===== src/rtl/crc4_hunt_meter.sv =====
module crc4_hunt_meter #(
  parameter int unsigned ABANDON_LIMIT = 50
) (
  input  logic       clk,
  input  logic       rst_n,
  input  logic       tmo_stb,
  input  logic       sync_stb,
  input  logic       crc4_mode_en,
  input  logic       fas_hunt,
  input  logic       cas_hunt,
  input  logic       crc4_hunt,
  input  logic       rd_stb,
  output logic [7:0] status,
  output logic [7:0] rd_data,
  output logic       abandon
);

  localparam int unsigned CW = 6;
  localparam logic [CW-1:0] LIM_M1 = CW'(ABANDON_LIMIT - 1);

  logic [CW-1:0] cnt_q;
  logic          clr;

  assign clr = sync_stb | ~crc4_mode_en;

  always_ff @(posedge clk) begin
    if (!rst_n)       cnt_q <= '0;
    else if (clr)     cnt_q <= '0;
    else if (tmo_stb) cnt_q <= cnt_q + 1'b1;
  end

  always_ff @(posedge clk) begin
    if (!rst_n)                          abandon <= 1'b0;
    else if (clr)                        abandon <= 1'b0;
    else if (tmo_stb && cnt_q >= LIM_M1) abandon <= 1'b1;
  end

  assign status = {cnt_q[5:2], cnt_q[0], fas_hunt, cas_hunt, crc4_hunt};

  always_ff @(posedge clk) begin
    if (!rst_n)      rd_data <= 8'h00;
    else if (rd_stb) rd_data <= status;
  end

endmodule


===== config.mk =====
export PLATFORM = sky130hd
export DESIGN_NAME = crc4_hunt_meter
export DESIGN_NICKNAME = d
export VERILOG_FILES = /design/src/rtl/crc4_hunt_meter.sv
export SDC_FILE = /design/constraint.sdc
export NUM_CORES = 1
export LEC_CHECK = 0
export ABC_CLOCK_PERIOD_IN_PS = 1600
export BUFFER_PORTS_ARGS = -buffer_cell sky130_fd_sc_hd__buf_2
export CAP_MARGIN = 25
export CORE_MARGIN = 3
export CORE_UTILIZATION = 40
export DETAILED_ROUTE_END_ITERATION = 6
export PLACE_DENSITY_LB_ADDON = 0.2
export SYNTH_ARGS = -nofsm -noshare
export SYNTH_HDL_FRONTEND = slang
export SYNTH_SLANG_ARGS = --single-unit

===== constraint.sdc =====
create_clock -name clk -period 1.6 [get_ports clk]
set_clock_uncertainty 0.05 [all_clocks]
set_input_delay 0 -clock clk [delete_from_list [all_inputs] [get_ports clk]]
set_output_delay 0 -clock clk [all_outputs]
set_load 0.1 [all_outputs]

---- Word level (Yosys, flattened, before mapping) ----
Cells that the tools add are included.
storage, ports and cells
  bits in registers ....................... 15
  input bits .............................. 9
  logic and storage cells ................. 10
cells by class
  $add $sub $neg .......................... 1
  order comparisons ....................... 1
  bitwise logic cells ..................... 3
  reduce and logical (&&, ||, !) cells .... 2
operator list
  cell                   number
  $add A6 B1 Y6 const B  1
  $ge A6 B6 Y1 const B   1
  $not A1 Y1             2
  $reduce_or A2 Y1       1
  $logic_and A1 B1 Y1    1
  $or A1 B1 Y1           1

---- Logic depth before layout (Yosys ltp) ----
Gate-level depths: netlist (run 1).
  word-level depth ........................ 3
  gate-level depth with buffers ........... 5
  depth with buffers taken out ............ 5

---- Least setup slack after synthesis (run 1) ----
Ideal clock, no wire load.
  path type ............................... register to register
  from .................................... register cnt_q[1]
  to ...................................... register abandon
  data arrival time ....................... 1,286 ps
  path slack .............................. 142 ps
  stages on the path, launching flop included .. 6
  path buffers ............................ 0
  clock period less this slack ............ 1,458 ps
  path through ............................ dfxtp_1 inv_1 ha_1 or4b_1 a41oi_1 nor2_1
on the way
  longest elaborated chain between the ends .. 2
RTL lines
  element                 RTL line  RTL
  start, declared         21        logic [CW-1:0] cnt_q;
  start signal, assigned  29        else if (tmo_stb) cnt_q <= cnt_q + 1'b1;
  $ge A6 B6 Y1            35        else if (tmo_stb && cnt_q >= LIM_M1) abandon <= 1'b1;
  $logic_and A1 B1 Y1     35
  end signal, assigned    33        if (!rst_n) abandon <= 1'b0;
  end signal, assigned    34        else if (clr) abandon <= 1'b0;
  end signal, assigned    35
  end, declared           15        output logic abandon
Every way passes these cells.
A chain may end at the register's enable or synchronous reset.

---- Final worst setup path (run 1) ----
Ends and elaborated chain as after synthesis.

==> results of run 1 <==
-- final cells by class --
cell class	instances	area, µm²	share of cell area, %
multi-input cells	41	304	34.7
flip-flops and latches	15	302	34.4
repair buffers	35	218	24.8
clock buffers	4	26.3	3.00
well taps	16	20.0	2.28
inverters	2	7.51	0.856
-- Yosys cell counts (2+ instances only) --
library cell  count
buf_2             2
buf_4             8
dfxtp_1          15
ha_1              3
inv_1             2
mux2i_1           9
nand3_1           2
nand4_1           2
nor2_1            6
nor2b_1           8
xor2_1            3
-- power groups by stage --
stage / logic, mW / registers [mW] / clock network, mW
3_3_place_gp: 0.122 / 0.390 / 0
5_1_grt: 0.144 / 0.382 / 0.231
6_report: 0.136 / 0.381 / 0.208
4_1_cts: 0.136 / 0.381 / 0.220
3_5_place_dp: 0.123 / 0.390 / 0
2_1_floorplan: 0.0688 / 0.426 / 0
-- metal layers --
metal	global-route usage (%)	up-vias	routed length, µm	share of wire (%)
met4	8.29	0	30	2.4
met5	0	-	0	0
li1	-	278	-	-
met1	17.2	245	584	47
met3	3.45	4	74	6.0
met2	20.9	20	548	44
-- timing repair --
item	CTS	global route
endpoints found under the hold margin	8	0
endpoints found under the setup margin	0	1
gates resized for setup	0	1
hold buffers	7	0
-- flip-flops by register name, indices dropped and copies added (netlist names) --
name     cells
abandon      1
cnt_q        6
rd_data      8
-- metrics by stage --
step	utilization, %	total power, mW	instance area [µm²]	hold slack, ps
6_report	56.3	0.725	877	22.3
5_1_grt	56.3	0.757	877	45.1
4_1_cts	56.2	0.738	876	20.0
3_5_place_dp	50.0	0.513	779	231
3_3_place_gp	50.0	0.512	779	223
2_1_floorplan	-	0.495	682	78.2
-- cell families (layout without fill, tap and decap cells) --
logic type      after synthesis  count (layout)  share of synthesized area, %
compound gates                3               3                          2.75
xor+xnor                      4               4                          5.14
fa+ha+maj                     3               3                          5.51
buf+inv                      12              41                          11.4
flops                        15              15                          44.0
mux                           9               9                          13.2
simple gates                 22              22                          18.0
-- worst paths after layout --
kind                                from  endpoint
worst max-delay path            cnt_q[1]   abandon
worst min-delay path             tmo_stb  cnt_q[0]
worst max register to register  cnt_q[1]   abandon
worst min register to register   abandon   abandon
-- layout by cell type, fill, tap and decap left out --
| cell | netlist | routed |
|---|---|---|
| nand3_1 | 2 | 2 |
| a41oi_1 | 1 | 1 |
| buf_2 | 2 | 25 |
| or3_1 | 1 | 1 |
| nor2_1 | 6 | 6 |
| buf_4 | 8 | 3 |
| o21ai_0 | 1 | 1 |
| xnor2_1 | 1 | 1 |
| clkbuf_1 | 0 | 1 |
| nand2_1 | 1 | 1 |
| mux2i_1 | 9 | 9 |
| nand4_1 | 2 | 2 |
| nand3b_1 | 1 | 1 |
| nor2b_1 | 8 | 8 |
| xor2_1 | 3 | 3 |
| dfxtp_1 | 15 | 14 |
| dlygate4sd3_1 | 0 | 7 |
| clkbuf_4 | 0 | 3 |
| a21oi_1 | 1 | 1 |
| inv_1 | 2 | 2 |
| ha_1 | 3 | 3 |
| dfxtp_2 | 0 | 1 |
| or4b_1 | 1 | 1 |
-- worst max-delay path, delay by kind of cell, from the launching register on --
kind | cells | cell delay (ps)
adder cells (fa/ha/maj) | 1 | 170
AO/OA/AOI/OAI | 1 | 220
AND/OR/NAND/NOR | 2 | 510
buffers and inverters | 1 | 70
flip-flops | 1 | 370
==> flow_metrics.py, run 1 <==
metrics = {
    "route": {
        "detail_route.iter0.violations": 1,
        "route.vias.total": 547,
        "drcViolationCount": 0,
        "viasPerCell": 4.84,
        "dr.pass1.iters": 3,
        "wirelength_um": 1240,
        "routed_wire_length_per_instance_um": 11.0,
        "route.antenna.remaining_nets": 0,
    },
    "floorplan": {
        "core-area_um2": 1560,
        "initial_utilization_pct": 43.7,
        "die_w_um": 47.3,
        "die_h_um": 47.3,
        "pin_count": 26,
        "site_row_count": 14,
        "die_area_um2": 2240,
    },
    "grt": {
        "maximum_number_of_pins_on_one_net_before_global_route_repair": 10,
        "remaining_overflow_grt": 0,
        "grt_first_pass_wirelength_um": 2120,
        "antenna_found_initial": 0,
        "grt_pass1_vias": 481,
        "overall_global_routing_resource_usage_pct": 13.7,
    },
    "cts": {
        "cts-buffers-inserted": 3,
        "h-tree-depth": 1,
        "insertion_delay_ps": 270,
        "clockRootBuffer": "clkbuf_4",
        "maximum_buffer_depth_of_the_clock_tree": 2,
        "cts_tree": "done",
        "cts_setup_buffers": 0,
        "clock_transition_time_at_the_flip_flop_clock_pins_of_the_worst_setup_and_hold_paths_ps": 80,
        "numClockSinks": 15,
    },
    "timing": {
        "finalWorstPathRequiredPeriod_ps": 1490,
        "final.period_utilization_pct": 92.8,
        "final_hold_vios": 0,
        "final_setup_tns_ps": 0,
        "rsz0062_at_grt": "no",
        "timing_max_transition_violations_final": 0,
        "worst_pin_slew_ps": 486,
        "relSlewSlack_pct": 67.8,
        "number_of_setup_violations_in_the_final_report": 0,
        "worst_slack_ps": 115,
        "fmax_ghz": 0.673,
    },
    "power_and_ir_drop": {
        "power.share.combinational_pct": 18.7,
        "power.switching_fraction_pct": 29.0,
        "switchingPower_mw": 0.210,
        "p_int_mw": 0.515,
        "p_per_area_nw_per_um2": 827,
        "clock_power_share_pct": 28.7,
        "vdd_drop_max_uv": 413,
        "power_frac_seq_pct": 52.6,
        "leakagePower_nw": 0.423,
    },
    "placement": {
        "port-buffer-count": 25,
        "place_hpwl_um": 921,
        "placed_cells": 102,
        "dpl_worst_slack_ps": 65.4,
        "final_weighted_congestion_in_routability_driven_placement": 0.726,
    },
    "setup_path": {
        "worst_setup_path_end_kind": "flop",
        "critPathMaxFanout": 5,
        "timing.setup.critical_path_class": "flop to flop",
        "worstPathArrival_ps": 1600,
        "worst-r2r-setup-slack_ps": 110,
        "slowest_delay_ps": 460,
        "worstPathRequired_ps": 1710,
        "cp_slowest_cell": "or4b_1",
        "crit_path_start_kind": "flop",
        "cp_cell_sequence": "inv_1 -> ha_1 -> or4b_1 -> a41oi_1 -> nor2_1",
        "ff2ff_path_depth": 5,
    },
    "logic_synthesis": {
        "cell_taking_the_most_area_after_synthesis": "dfxtp_1",
        "syn_nets": 80,
        "netlist.area_leader.share_pct": 44.0,
        "netlist-cell-type-count": 19,
        "yosysSeqAreaShare_pct": 44.0,
        "syn_area_um2": 682,
        "synthesis.instances": 68,
        "number_of_flops_mapped_to_enable_cells_by_yosys": 0,
        "ys_async_sr_fraction_pct": 0,
        "synth_area_per_cell_um2": 10.0,
        "synth_top_cells_by_area": "dfxtp_1 44%, mux2i_1 13%, buf_4 8.8%",
        "synth-main-ff-cell": "dfxtp_1",
        "ys_seq_elements": 15,
        "synthesis.yosys.warnings": 0,
    },
    "flow_run": {
        "cap_violations": 0,
    },
    "layout": {
        "number_of_diodes_added_for_antenna_fixing": 0,
        "design.final.nets": 110,
        "area_growth_syn_to_layout_pct": 28.6,
        "layoutNonFillerInstCount": 113,
        "n_fill_cell": 145,
        "drive_gt1_share_pct": 33.0,
    },
    "hold_path": {
        "class_of_the_worst_hold_path": "input port to flop",
        "hold-path-cell-count": 3,
    },
    "outcome": {
        "outcome": "finished clean",
    },
}
No activity file was read; power rests on OpenSTA's default activity.
==> inputs of run 2 (changes only) <==
- ABC_AREA: not set -> 1
- CORE_ASPECT_RATIO: not set -> 0.75
==> flow_metrics.py, run 2 <==
metrics = {
    "cts": {
        "clock_transition_time_at_the_flip_flop_clock_pins_of_the_worst_setup_and_hold_paths_ps": 90,
        "insertion_delay_ps": 280,
        "h-tree-depth": 1,
        "maximum_buffer_depth_of_the_clock_tree": 2,
        "numClockSinks": 15,
        "cts_tree": "done",
        "cts-buffers-inserted": 3,
        "clockRootBuffer": "clkbuf_4",
    },
    "logic_synthesis": {
        "cell_taking_the_most_area_after_synthesis": "dfxtp_1",
        "synth_xor_xnor_area_share_pct": 0,
        "synth-simple-area-share_pct": 24.2,
        "synth-adder-area-share_pct": 5.37,
        "netlist.area_leader.share_pct": 42.9,
        "syn_nets": 104,
        "synth_top_cells_by_area": "dfxtp_1 43%, nor2_1 9.1%, buf_4 8.6%",
        "yosysSeqAreaShare_pct": 42.9,
        "synth-main-ff-cell": "dfxtp_1",
        "synth_top_family_by_area": "simple AND/OR/NAND/NOR gates",
        "number_of_flops_mapped_to_enable_cells_by_yosys": 0,
        "syn_area_um2": 699,
        "ys_seq_elements": 15,
        "netlist-cell-type-count": 16,
        "synth-compound-area-share_pct": 12.9,
        "synthesis.instances": 92,
        "post-synth-top-count-cell": "nor2_1",
        "synth_area_per_cell_um2": 7.60,
        "post_synth_mux_area_share_pct": 0,
        "synthesis.yosys.warnings": 0,
        "post_synth_most_frequent_cells": "17 x nor2_1, 15 x dfxtp_1, 13 x nand2_1",
        "ys_async_sr_fraction_pct": 0,
    },
    "grt": {
        "grt_first_pass_wirelength_um": 2420,
        "antenna_found_initial": 0,
        "remaining_overflow_grt": 0,
        "maximum_number_of_pins_on_one_net_before_global_route_repair": 13,
        "grt_pass1_vias": 559,
        "overall_global_routing_resource_usage_pct": 14.6,
    },
    "setup_path": {
        "cp_slowest_cell": "dlygate4sd3_1",
        "ff2ff_path_depth": 3,
        "timing.setup.critical_path_class": "input port to flop",
        "critPathMaxFanout": 9,
        "worst_setup_path_end_kind": "flop",
        "worstPathArrival_ps": 1700,
        "timing.critical_path.buf_inv": 3,
        "critPathTopFamily": "buffers and inverters",
        "worst-r2r-setup-slack_ps": 230,
        "slowest_delay_ps": 560,
        "worst_r2r_startpoint": "cnt_q[0]",
        "reg2reg_to": "cnt_q[0]",
        "crit_path_start_kind": "input port",
        "worstPathRequired_ps": 1790,
        "critPathMostFrequentCell": "dlygate4sd3_1",
        "cp_cell_sequence": "dlygate4sd3_1 -> buf_2 -> nand2_2 -> nor2_4 -> o21ai_1 -> a21oi_1 -> dlygate4sd3_1",
    },
    "floorplan": {
        "core-area_um2": 1560,
        "site_row_count": 12,
        "pin_count": 26,
        "die_h_um": 42.2,
        "die_w_um": 54.3,
        "initial_utilization_pct": 44.8,
        "die_area_um2": 2290,
    },
    "flow_run": {
        "cap_violations": 0,
    },
    "layout": {
        "drive_gt1_share_pct": 29.6,
        "final_cell_mix": "25 x buf_2, 17 x nor2_1, 15 x dfxtp_1",
        "layout.core_utilization_pct": 60.0,
        "n_fill_cell": 154,
        "largest-register": "rd_data",
        "biggestRegsByFlops": "rd_data (8), cnt_q (6), abandon (1)",
        "number_of_diodes_added_for_antenna_fixing": 0,
        "mostFrequentLayoutCell": "buf_2",
        "design.final.nets": 138,
        "area_growth_syn_to_layout_pct": 34.0,
        "largest_register_ffs": 8,
    },
    "route": {
        "detail_route.iter0.violations": 25,
        "dr.pass1.iters": 6,
        "routed_wire_length_per_instance_um": 10.8,
        "drcViolationCount": 0,
        "viasPerCell": 4.45,
        "route.antenna.remaining_nets": 0,
        "wirelength_um": 1580,
        "route.vias.total": 650,
    },
    "timing": {
        "relSlewSlack_pct": 67.5,
        "fmax_ghz": 0.659,
        "final_hold_vios": 0,
        "number_of_setup_violations_in_the_final_report": 0,
        "timing_max_transition_violations_final": 0,
        "finalWorstPathRequiredPeriod_ps": 1520,
        "worst_pin_slew_ps": 492,
        "final.period_utilization_pct": 94.9,
        "final_setup_tns_ps": 0,
    },
    "power_and_ir_drop": {
        "clock_power_share_pct": 26.7,
        "leakagePower_nw": 0.446,
        "p_per_area_nw_per_um2": 870,
        "power.switching_fraction_pct": 34.8,
        "vdd_drop_max_uv": 517,
        "p_total_mw": 0.815,
        "power_frac_seq_pct": 48.1,
        "power.share.combinational_pct": 25.2,
        "p_int_mw": 0.531,
        "switchingPower_mw": 0.284,
    },
    "outcome": {
        "outcome": "finished clean",
    },
    "placement": {
        "port-buffer-count": 25,
        "place_hpwl_um": 1120,
        "final_weighted_congestion_in_routability_driven_placement": 0.788,
    },
    "hold_path": {
        "class_of_the_worst_hold_path": "input port to flop",
        "holdPathEnd": "cnt_q[4]",
        "hold-path-cell-count": 5,
        "worstHoldStart": "crc4_mode_en",
    },
}
## run 2: cell count changes after synthesis, moves of 3 or more
| cell | before | now |
|---|---|---|
| a21oi_1 | 1 | 8 |
| nand2_1 | 1 | 13 |
| o21ai_0 | 1 | 9 |
| nor2_1 | 6 | 17 |
| nor2b_1 | 8 | 0 |
| inv_1 | 2 | 9 |
| mux2i_1 | 9 | 0 |
| xor2_1 | 3 | 0 |
## run 2: how the worst max path moves through the flow
| stage | endpoint | from | depth (start not counted) |
|---|---|---|---|
| 6_report | cnt_q[0] | rst_n | 7 |
| 3_3_place_gp | cnt_q[1] | cnt_q[0] | 6 |
| 4_1_cts | cnt_q[0] | rst_n | 7 |
| 2_1_floorplan | rd_data[7] | rd_data[7] | 2 |
| 5_1_grt | cnt_q[0] | rst_n | 7 |
| 3_5_place_dp | cnt_q[1] | cnt_q[0] | 6 |
## run 2: cells by family (layout without fill, tap and decap cells)
logic type / count (synthesis) / after routing
compound gates: 18 / 18
fa+ha+maj: 3 / 3
buf+inv: 19 / 52
flops: 15 / 15
simple gates: 37 / 37
## run 2: worst min-delay path, cell delays in order
cell and delay, ps:
buf_2 100, nand2_2 60, nor2_4 50, nand2_1 50
nor2_1 40
## run 2: layer usage
metal  share of wire (%)  vias to the layer above  GRT usage, %
met5                   0                        -             0
met4                0.69                        0          2.99
met3                 7.4                        2          8.19
li1                    -                      350             -
met2                  45                       18          21.2
met1                  47                      280          18.7
## run 2: area by class of cell
type | count | area [µm²] | share of cell area, %
multi-input combinational | 58 | 297 | 31.6
sequential | 15 | 300 | 32.0
timing repair buffer | 38 | 250 | 26.7
clock buffer | 4 | 26.3 | 2.80
inverter | 10 | 37.5 | 4.01
tap | 21 | 26.3 | 2.80
## run 2: repair_timing
item	4_1_cts	5_1_grt
setup buffers	0	2
endpoints found under the setup margin	0	1
hold buffers	11	0
endpoints found under the hold margin	15	0
resized for setup	0	0
## run 2: power groups by stage
stage / Combinational (mW) / Clock (mW) / Sequential [mW]
finish: 0.205 / 0.218 / 0.392
global route: 0.215 / 0.248 / 0.394
CTS: 0.203 / 0.222 / 0.392
detailed placement: 0.181 / 0 / 0.401
global placement: 0.180 / 0 / 0.400
floorplan: 0.0682 / 0 / 0.483
## run 2: stage by stage
stage	cell area, µm²	worst slack, ps	instances	hold WS (ps)
after CTS	922	72.4	144	4.10
after floorplan	699	265	92	40.0
after global routing	937	-14.9	146	10.2
after global placement	786	425	129	181
after detailed placement	786	364	129	196
final	937	82.1	146	3.10
==> inputs of run 3 (changes only) <==
- CORE_ASPECT_RATIO: 0.75 -> not set
==> flow_metrics.py, run 3 (same netlist as run 2, synthesis figures left out) <==
metrics = {
    "cts": {
        "cts-buffers-inserted": 3,
        "cts_setup_buffers": 0,
        "maximum_buffer_depth_of_the_clock_tree": 2,
        "h-tree-depth": 1,
        "clock_transition_time_at_the_flip_flop_clock_pins_of_the_worst_setup_and_hold_paths_ps": 90,
        "clockRootBuffer": "clkbuf_4",
        "insertion_delay_ps": 280,
        "numClockSinks": 15,
        "cts_tree": "done",
    },
    "layout": {
        "largest_register_ffs": 8,
        "largest-register": "rd_data",
        "number_of_diodes_added_for_antenna_fixing": 0,
        "n_fill_cell": 154,
        "biggestRegsByFlops": "rd_data (8), cnt_q (6), abandon (1)",
        "multi_input_area_um2": 297,
        "drive_gt1_share_pct": 28.5,
        "area_growth_syn_to_layout_pct": 30.9,
        "sequential_cell_area_um2": 300,
        "final_cell_mix": "25 x buf_2, 17 x nor2_1, 15 x dfxtp_1",
        "mostFrequentLayoutCell": "buf_2",
        "design.final.nets": 136,
    },
    "hold_path": {
        "class_of_the_worst_hold_path": "input port to flop",
        "hold-path-cell-count": 5,
    },
    "grt": {
        "grt_first_pass_wirelength_um": 2370,
        "antenna_found_initial": 0,
        "remaining_overflow_grt": 0,
        "grt_pass1_vias": 539,
        "maximum_number_of_pins_on_one_net_before_global_route_repair": 13,
        "overall_global_routing_resource_usage_pct": 15.0,
    },
    "setup_path": {
        "timing.setup.critical_path_class": "input port to flop",
        "worst_setup_path_end_kind": "flop",
        "cp_slowest_cell": "dlygate4sd3_1",
        "slowest_delay_ps": 560,
        "worstPathRequired_ps": 1720,
        "crit_path_start_kind": "input port",
        "critical_path_cell_count": 6,
        "critPathMaxFanout": 12,
        "ff2ff_path_depth": 3,
        "timing.critical_path.buf_inv": 4,
        "worstPathArrival_ps": 1570,
        "critPathTopFamily": "buffers and inverters",
        "cp_cell_sequence": "dlygate4sd3_1 -> buf_2 -> inv_1 -> nor2_1 -> nor2_1 -> dlygate4sd3_1",
    },
    "route": {
        "viasPerCell": 4.73,
        "detail_route.iter0.violations": 6,
        "dr.pass1.iters": 4,
        "wirelength_um": 1560,
        "routed_wire_length_per_instance_um": 11.2,
        "drcViolationCount": 0,
        "route.vias.total": 658,
        "route.antenna.remaining_nets": 0,
    },
    "outcome": {
        "outcome": "finished clean",
    },
    "placement": {
        "port-buffer-count": 25,
        "place_hpwl_um": 1080,
        "dpl_worst_slack_ps": 388,
        "final_weighted_congestion_in_routability_driven_placement": 0.758,
    },
    "timing": {
        "rsz0062_at_grt": "no",
        "final.period_utilization_pct": 90.9,
        "fmax_ghz": 0.687,
        "finalWorstPathRequiredPeriod_ps": 1460,
        "worst_pin_slew_ps": 501,
        "relSlewSlack_pct": 66.9,
        "worst_slack_ps": 145,
        "timing_max_transition_violations_final": 0,
        "final_hold_vios": 0,
        "final_setup_tns_ps": 0,
        "number_of_setup_violations_in_the_final_report": 0,
    },
    "power_and_ir_drop": {
        "leakagePower_nw": 0.435,
        "vdd_drop_max_uv": 437,
        "p_per_area_nw_per_um2": 884,
    },
    "floorplan": {
        "die_w_um": 47.8,
        "site_row_count": 14,
        "core-area_um2": 1580,
        "die_area_um2": 2290,
        "initial_utilization_pct": 44.4,
        "pin_count": 26,
        "die_h_um": 47.8,
    },
    "flow_run": {
        "cap_violations": 0,
    },
}
run 3: cell types whose count changed in the layout (fill, tap and decap cells not counted):
cell / change
buf_4: -2
run 3: report_power, final:
| group | switching, mW | internal (mW) |
|---|---|---|
| combinational | 0.157 | 0.0473 |
| sequential | 0.00589 | 0.385 |
| clock | 0.118 | 0.0968 |
| total | 0.280 | 0.529 |
run 3: layout make-up:
type,count,area share [%]
sequential,15,32.8
timing repair buffer,36,25.7
multi-input combinational,58,32.4
clock buffer,4,2.87
inverter,10,4.10
tap,16,2.19
run 3: path summary, 6_finish.rpt:
check | endpoint | slack, ps | startpoint
max | rd_data[1] | 140 | rd_stb
max reg2reg | rd_data[3] | 260 | cnt_q[0]
min | cnt_q[1] | 20 | crc4_mode_en
min reg2reg | abandon | 400 | abandon
run 3: timing repair:
item                      in CTS  in global routing
hold buffers                  11                  0
gates resized for setup        0                  0
hold endpoints to repair      15                  0
run 3: worst min-delay path, stage by stage:
cell,delay [ps]
buf_2,100
nand2_2,70
nor2_4,60
nand2_1,60
inv_1,30
run 3: per-layer routing:
| metal | up-vias | routed length, µm | track usage (%) | part of all wire [%] |
|---|---|---|---|---|
| li1 | 341 | - | - | - |
| met1 | 292 | 680 | 19.1 | 44 |
| met2 | 21 | 763 | 23.5 | 49 |
| met3 | 4 | 95 | 4.14 | 6.1 |
| met4 | 0 | 18 | 6.45 | 1.2 |
| met5 | - | 0 | 0 | 0 |
run 3: stage by stage:
step / instance area, µm² / hold WS, ps / power [mW] / util (%) / std cells
6_report: 916 / 22.3 / 0.810 / 58.1 / 139
5_1_grt: 916 / 32.1 / 0.847 / 58.1 / 139
4_1_cts: 916 / 21.6 / 0.820 / 58.1 / 139
3_5_place_dp: 779 / 191 / 0.581 / 49.4 / 124
3_3_place_gp: 779 / 187 / 0.580 / 49.4 / 124
2_1_floorplan: 699 / 40.0 / 0.551 / - / 92
